[src/rtl/sysctl_pkg.sv]
// Shared constants for the system control coprocessor.
// Assumes the standard 5-bit sub-opcode and 6-bit function encodings.
package sysctl_pkg;
    localparam int XLEN   = 64;
    localparam int NREG   = 32;
    localparam int SEL_W  = $clog2(NREG);

    // Fixed register indices
    localparam logic [SEL_W-1:0] IDX_COUNT   = 5'd9;
    localparam logic [SEL_W-1:0] IDX_COMPARE = 5'd11;
    localparam logic [SEL_W-1:0] IDX_STATUS  = 5'd12;
    localparam logic [SEL_W-1:0] IDX_CAUSE   = 5'd13;
    localparam logic [SEL_W-1:0] IDX_EPC     = 5'd14;
    localparam logic [SEL_W-1:0] IDX_ERREPC  = 5'd30;

    // Sub-opcodes and functions
    localparam logic [4:0] RS_MOVE_FROM = 5'b00000;
    localparam logic [4:0] RS_MOVE_TO   = 5'b00100;
    localparam logic [4:0] RS_COP_OP    = 5'b10000;
    localparam logic [5:0] FN_TLB_WIDX  = 6'b000010;
    localparam logic [5:0] FN_EXC_RET   = 6'b011000;

    // Status bit positions
    localparam int ST_IE  = 0;
    localparam int ST_EXL = 1;
    localparam int ST_ERL = 2;
    localparam int ST_KSU_LO = 3;
    localparam int ST_IM_LO  = 8;
    localparam int ST_CU_LO  = 28;

    // Cause bit positions and writable mask
    localparam int CA_IP_LO   = 8;
    localparam int CA_TIMER   = 15;
    localparam logic [XLEN-1:0] CAUSE_WMASK = 64'h0000_0000_0000_0300;

    typedef struct packed {
        logic mv_to;
        logic mv_from;
        logic tlb_widx;
        logic exc_ret;
        logic reserved;
    } sysctl_dec_t;
endpackage

[src/rtl/sysctl_decode.sv]
// Instruction classifier: turns the sub-opcode and function fields into
// one-hot operation flags. Assumes fields are stable while instr_valid is high.
module sysctl_decode
    import sysctl_pkg::*;
(
    input  logic        instr_valid,
    input  logic [4:0]  op_rs,
    input  logic [5:0]  op_funct,
    output sysctl_dec_t dec
);
    // Classify the presented instruction
    always_comb begin
        dec = '0;
        if (instr_valid) begin
            unique case (op_rs)
                RS_MOVE_TO:   dec.mv_to   = 1'b1;
                RS_MOVE_FROM: dec.mv_from = 1'b1;
                RS_COP_OP: begin
                    if (op_funct == FN_TLB_WIDX)     dec.tlb_widx = 1'b1;
                    else if (op_funct == FN_EXC_RET) dec.exc_ret  = 1'b1;
                    else                             dec.reserved = 1'b1;
                end
                default: dec.reserved = 1'b1;
            endcase
        end
    end
endmodule

[src/rtl/sysctl_regs.sv]
// Control register bank with the timer and return side effects.
// One generated register per index; special indices get their own update
// rules. Assumes move-to and exception return never coincide.
module sysctl_regs
    import sysctl_pkg::*;
#(
    parameter int N   = NREG,
    parameter int W   = XLEN,
    parameter int CMP_W = 32,
    localparam int SW = $clog2(N)
)(
    input  logic          clk,
    input  logic          rst_n,
    input  logic          wr_en,
    input  logic [SW-1:0] wr_sel,
    input  logic [W-1:0]  wr_data,
    input  logic          tick,
    input  logic          ret_en,
    input  logic [SW-1:0] rd_sel,
    output logic [W-1:0]  rd_data,
    output logic [W-1:0]  status_q,
    output logic [W-1:0]  cause_q,
    output logic [W-1:0]  count_q,
    output logic [W-1:0]  epc_q,
    output logic [W-1:0]  errepc_q
);
    logic [W-1:0] regs_q [N];
    logic         count_wr;
    logic         compare_wr;
    logic [W-1:0] count_inc;
    logic         timer_hit;

    // Timer side conditions shared by Count and Cause
    always_comb begin
        count_wr   = wr_en && (wr_sel == IDX_COUNT);
        compare_wr = wr_en && (wr_sel == IDX_COMPARE);
        count_inc  = regs_q[IDX_COUNT] + W'(1);
        timer_hit  = tick && !count_wr &&
                     (count_inc[CMP_W-1:0] == regs_q[IDX_COMPARE][CMP_W-1:0]);
    end

    for (genvar g = 0; g < N; g++) begin : g_reg
        localparam logic [SW-1:0] IDX = SW'(g);
        logic [W-1:0] q_r;
        logic [W-1:0] d_c;

        // Next-value selection for this register index
        always_comb begin
            d_c = q_r;
            if (wr_en && wr_sel == IDX) begin
                if (IDX == IDX_CAUSE) d_c = (q_r & ~CAUSE_WMASK) | (wr_data & CAUSE_WMASK);
                else                  d_c = wr_data;
            end
            if (IDX == IDX_COUNT && tick && !count_wr) d_c = count_inc;
            if (IDX == IDX_CAUSE) begin
                if (timer_hit)       d_c[CA_TIMER] = 1'b1;
                else if (compare_wr) d_c[CA_TIMER] = 1'b0;
            end
            if (IDX == IDX_STATUS && ret_en) begin
                if (q_r[ST_ERL]) d_c[ST_ERL] = 1'b0;
                else             d_c[ST_EXL] = 1'b0;
            end
        end

        // Register storage with synchronous clear
        always_ff @(posedge clk) begin
            if (!rst_n) q_r <= '0;
            else        q_r <= d_c;
        end

        assign regs_q[g] = q_r;
    end

    // Read port and named views
    assign rd_data  = regs_q[rd_sel];
    assign status_q = regs_q[IDX_STATUS];
    assign cause_q  = regs_q[IDX_CAUSE];
    assign count_q  = regs_q[IDX_COUNT];
    assign epc_q    = regs_q[IDX_EPC];
    assign errepc_q = regs_q[IDX_ERREPC];
endmodule

[src/rtl/sysctl_addr_map.sv]
// Kernel unmapped-window translator: bits 31:29 pick the window; the two
// direct windows subtract their base, everything else is an error.
module sysctl_addr_map #(
    parameter int VA_W = 32
)(
    input  logic [VA_W-1:0] vaddr,
    output logic [VA_W-1:0] paddr,
    output logic            addr_err
);
    localparam logic [VA_W-1:0] BASE_CACHED   = VA_W'(32'h8000_0000);
    localparam logic [VA_W-1:0] BASE_UNCACHED = VA_W'(32'hA000_0000);

    // Window decode and base subtraction
    always_comb begin
        paddr    = '0;
        addr_err = 1'b0;
        unique case (vaddr[VA_W-1 -: 3])
            3'b100:  paddr = vaddr - BASE_CACHED;
            3'b101:  paddr = vaddr - BASE_UNCACHED;
            default: addr_err = 1'b1;
        endcase
    end
endmodule

[src/rtl/sysctl_cop.sv]
// System control coprocessor top: decode, register bank, return redirect,
// interrupt combine, usability test and address translation.
// Assumes one instruction per cycle; outputs tied to the instruction are
// combinational, register effects land at the next edge.
module sysctl_cop
    import sysctl_pkg::*;
#(
    parameter int VA_W = 32
)(
    input  logic             clk,
    input  logic             rst_n,
    input  logic             instr_valid,
    input  logic [4:0]       op_rs,
    input  logic [5:0]       op_funct,
    input  logic [SEL_W-1:0] reg_sel,
    input  logic [XLEN-1:0]  gpr_value,
    input  logic             tick,
    input  logic [1:0]       cop_sel,
    input  logic [VA_W-1:0]  vaddr,
    output logic [XLEN-1:0]  wb_data,
    output logic             wb_valid,
    output logic [XLEN-1:0]  new_pc,
    output logic             redirect,
    output logic             llbit_clr,
    output logic             rsvd_instr,
    output logic             pend_irq,
    output logic             cop_usable,
    output logic [VA_W-1:0]  paddr,
    output logic             addr_err
);
    sysctl_dec_t     dec;
    logic [XLEN-1:0] rd_data;
    logic [XLEN-1:0] status_w;
    logic [XLEN-1:0] cause_w;
    logic [XLEN-1:0] count_w;
    logic [XLEN-1:0] epc_w;
    logic [XLEN-1:0] errepc_w;

    sysctl_decode u_dec (
        .instr_valid (instr_valid),
        .op_rs       (op_rs),
        .op_funct    (op_funct),
        .dec         (dec)
    );

    sysctl_regs u_regs (
        .clk      (clk),
        .rst_n    (rst_n),
        .wr_en    (dec.mv_to),
        .wr_sel   (reg_sel),
        .wr_data  (gpr_value),
        .tick     (tick),
        .ret_en   (dec.exc_ret),
        .rd_sel   (reg_sel),
        .rd_data  (rd_data),
        .status_q (status_w),
        .cause_q  (cause_w),
        .count_q  (count_w),
        .epc_q    (epc_w),
        .errepc_q (errepc_w)
    );

    sysctl_addr_map #(.VA_W(VA_W)) u_map (
        .vaddr    (vaddr),
        .paddr    (paddr),
        .addr_err (addr_err)
    );

    // Move-from result: low word sign-extended
    always_comb begin
        wb_valid = dec.mv_from;
        wb_data  = {{(XLEN-32){rd_data[31]}}, rd_data[31:0]};
    end

    // Exception return target and strobes
    always_comb begin
        redirect   = dec.exc_ret;
        llbit_clr  = dec.exc_ret;
        new_pc     = status_w[ST_ERL] ? errepc_w : epc_w;
        rsvd_instr = dec.reserved;
    end

    // Pending interrupt combine
    always_comb begin
        pend_irq = status_w[ST_IE] && !status_w[ST_EXL] && !status_w[ST_ERL] &&
                   |(status_w[ST_IM_LO +: 8] & cause_w[CA_IP_LO +: 8]);
    end

    // Coprocessor usability
    always_comb begin
        cop_usable = status_w[ST_CU_LO + int'(cop_sel)] ||
                     (cop_sel == 2'd0 && status_w[ST_KSU_LO +: 2] == 2'b00);
    end
endmodule

[config.mk]
export PLATFORM = sky130hd
export DESIGN_NAME = sysctl_cop
export DESIGN_NICKNAME = d
export VERILOG_FILES = /design/src/rtl/sysctl_pkg.sv /design/src/rtl/sysctl_decode.sv /design/src/rtl/sysctl_regs.sv /design/src/rtl/sysctl_addr_map.sv /design/src/rtl/sysctl_cop.sv
export SDC_FILE = /design/constraint.sdc
export NUM_CORES = 2
export LEC_CHECK = 0
export BUFFER_PORTS_ARGS = -buffer_cell sky130_fd_sc_hd__buf_2
export CAP_MARGIN = 20
export CORE_MARGIN = 3
export CORE_UTILIZATION = 55
export CTS_CLUSTER_DIAMETER = 30
export DETAILED_ROUTE_END_ITERATION = 8
export GPL_TIMING_DRIVEN = 0
export HOLD_SLACK_MARGIN = 0.12
export PLACE_DENSITY = 0.79
export SYNTH_ARGS = -nofsm -noshare
export SYNTH_HDL_FRONTEND = slang
export SYNTH_SLANG_ARGS = --single-unit
[constraint.sdc]
create_clock -name clk -period 3.1 [get_ports clk]
set_clock_uncertainty 0.05 [all_clocks]
set_input_delay 0.155 -clock clk [delete_from_list [all_inputs] [get_ports clk]]
set_output_delay 0.155 -clock clk [all_outputs]
set_load 0.02 [all_outputs]
==> results.json <==
{
  "outcome": "finished, violations left",
  "violations": "design-rule violations, negative setup slack",
  "grt-ovfl-total": 0,
  "holdCritStartpoint": "gpr_value[38]",
  "cts.clk_slew.worst_paths_ns": 0.05,
  "cts.sinks": 1059,
  "syn_inst": 5613,
  "slew_headroom_pct": 14.9,
  "p_clk_share_pct": 59.0,
  "rsz0062_at_grt": "yes",
  "p_leak_nw": 20.2,
  "combPwrFrac_pct": 4.6,
  "drt_iter0_drc": 5929,
  "synth-edff-count": 0,
  "row_count": 107,
  "final_cell_area_mm2": 0.0587,
  "dp_hpwl_mm": 135,
  "p_per_area_mw_per_mm2": 639,
  "finalCritPeriodShare_pct": 105,
  "ir_drop_mv": 0.535,
  "final_cell_mix": "nand2_1, dfxtp_1, a21oi_1, clkbuf_1, mux4_2",
  "ff2ff_path_depth": 8,
  "synthFlopType": "dfxtp_1",
  "grt_max_degree": 17,
  "hold_violations": 0,
  "antenna_found_initial": 12,
  "drive_gt1_share_pct": 18.5,
  "p_sw_share_pct": 24.4,
  "grt_pass1_wl_mm": 269,
  "ff_latch_area_mm2": 0.0212,
  "hold_path_depth": 4,
  "start_kind": "input pin",
  "start_util_pct": 55.6,
  "io-pin-count": 285,
  "viasPerCell": 6.17,
  "min_path_type": "input pin to flop",
  "finalMaxSlewViolations": 0,
  "ys_warn_count": 0,
  "end_kind": "output port",
  "dr.pass1.iters": 9,
  "antenna_left": 0,
  "p_sw_mw": 9.15,
  "fill_cells": 6342,
  "placed_cell_area_mm2": 0.0503,
  "yosysUniqueCellTypes": 59,
  "syn2layout_area_growth_pct": 23.9,
  "crit_type": "input pin to output port",
  "layout_commonest_cell": "nand2_1",
  "cts_tree": "yes",
  "layout.nets": 6315,
  "r2r-end": "u_regs.cause_q[15]$_SDFFE_PN0P_",
  "p_int_mw": 28.4,
  "async_flop_share_pct": 0,
  "maxCapViolations": 0,
  "finalCriticalPeriod_ns": 3.25,
  "die_w_um": 300,
  "seq_area_frac_synth_pct": 44.7,
  "pwr-share-seq_pct": 36.4,
  "r2r_setup_slack_ns": 0.04,
  "multi_input_area_mm2": 0.0239,
  "worstPathArrival_ns": 3.04,
  "post-route-drc-count": 4,
  "reg2reg_from": "u_regs.count_q[5]$_SDFFE_PN0P_",
  "clock_path_buffers": 3,
  "h-tree-depth": 4,
  "core_mm2": 0.0853,
  "grt_pass1_vias": 45839,
  "finalSetupViolCount": 40,
  "cts_root_buf": "clkbuf_16",
  "clock.fmax_mhz": 308,
  "port_buffers": 278,
  "die_h_um": 300,
  "gp_congestion": 1.03,
  "critical_path_required_ns": 2.89,
  "setup_slack_ns": -0.149,
  "dieArea_mm2": 0.0897,
  "num_vias": 46286,
  "cts-buffers-inserted": 188,
  "synth-seq-cells": 1059,
  "min_to": "u_regs.errepc_q[38]$_SDFFE_PN0P_",
  "path_max_fanout": 10,
  "wire_per_inst_um": 24.5,
  "wl_mm": 184,
  "power_mw": 37.5,
  "grt_usage_pct": 39.7,
  "synth_fp_nets": 5735,
  "worst_pin_slew_ns": 1.27,
  "syn_area_per_cell_um2": 8.44,
  "insertion_delay_ns": 0.80,
  "synth_area_mm2": 0.0474
}
## logic make-up (layout without fill, tap and decap cells)
| family | Yosys count | in the layout | share of synthesized area [%] |
|---|---|---|---|
| other cells | 0 | 3 | 0 |
| simple gates | 2343 | 2343 | 19.4 |
| xor+xnor | 73 | 73 | 1.35 |
| buf+inv | 583 | 1320 | 5.02 |
| compound gates | 1132 | 1132 | 12.5 |
| mux | 419 | 423 | 16.9 |
| flops | 1059 | 1059 | 44.7 |
| fa+ha+maj | 4 | 4 | 0.106 |
## cell usage after synthesis, types with 28 or more instances
library cell / instances / area share [%]
mux4_2: 292 / 14
nor2_1: 91 / 0.72
nand3_1: 33 / 0.35
clkbuf_1: 471 / 3.7
a21oi_1: 1031 / 11
a211oi_1: 32 / 0.51
nand2_1: 2096 / 17
nor2b_1: 36 / 0.48
a22o_1: 28 / 0.52
buf_4: 34 / 0.54
buf_2: 43 / 0.45
mux2_2: 125 / 3.0
dfxtp_1: 1059 / 45
xnor2_1: 49 / 0.91
## power by group through the flow
stage	registers (mW)	clock network, mW	logic (mW)
6_report	13.6	22.2	1.73
2_1_floorplan	13.9	0	0.810
3_5_place_dp	13.9	0	1.49
3_3_place_gp	13.9	0	1.46
5_1_grt	13.6	22.7	1.75
4_1_cts	13.7	22.0	1.61
## state kept, by name, indices dropped and copies added (netlist names)
register,flops
u_regs.status_q,32
u_regs.count_q,32
u_regs.errepc_q,64
u_regs.epc_q,64
u_regs.g.q_r,864
u_regs.cause_q,3
## worst max-delay path: stages
cell and delay, ns:
buf_4 0.25, buf_6 0.29, buf_4 0.29, buf_4 0.32, mux4_2 0.37, mux4_2 0.62, mux2_4 0.41, buf_4 0.16
buf_4 0.15
## how the worst max path moves through the flow
stage / depth (start not counted) / startpoint / slack (ns) / end
2_1_floorplan: 8 / reg_sel[1] / 0.30 / wb_data[32]
3_3_place_gp: 9 / reg_sel[1] / -1.31 / wb_data[54]
3_5_place_dp: 9 / reg_sel[1] / -1.32 / wb_data[51]
4_1_cts: 5 / u_regs.g_reg[11].q_r[31]$_SDFFE_PN0P_ / -0.04 / wb_data[44]
5_1_grt: 9 / reg_sel[1] / -0.09 / wb_data[61]
6_report: 9 / reg_sel[0] / -0.15 / wb_data[61]
## through the flow
stage | std cells | hold slack (ns) | utilization (%) | worst slack [ns] | TNS [ns]
after floorplan | 5613 | 0.241 | - | 0.300 | 0
after global placement | 7035 | 0.358 | 58.9 | -1.31 | -263.45
after detailed placement | 7041 | 0.362 | 59.0 | -1.32 | -279.30
after CTS | 7497 | 0.120 | 68.6 | -0.0428 | -0.980
after global routing | 7498 | 0.168 | 68.9 | -0.0855 | -1.29
final | 7501 | 0.147 | 68.9 | -0.149 | -3.59
## cell type report
cell class	count	share of cell area (%)
multi-input combinational	3975	40.7
sequential	1059	36.1
clock buffer	222	8.62
timing repair buffer	393	4.69
buffer	563	4.31
clock inverter	129	3.05
tap	1144	2.44
inverter	13	0.0831
antenna	3	0.0128
## per-layer routing
metal  part of all wire [%]  vias to the layer above  wire [um]  GRT usage [%]
met3                     13                      903      23500           12.0
met1                     34                    21873      62400           45.8
li1                       -                    20131          -              -
met5                   0.16                        -        286           1.62
met2                     44                     3363      81700           61.9
met4                    8.8                       16      16200           30.5
## repair_timing
item                       in CTS  in global routing
setup endpoints to repair      99                 65
setup buffers                   2                  0
pin swaps                       0                  1
resized for setup             104                 68
hold buffers                  105                  0
hold endpoints to repair     1053                  0
gates cloned                    4                  0
Power figures use the tool's default switching activity.
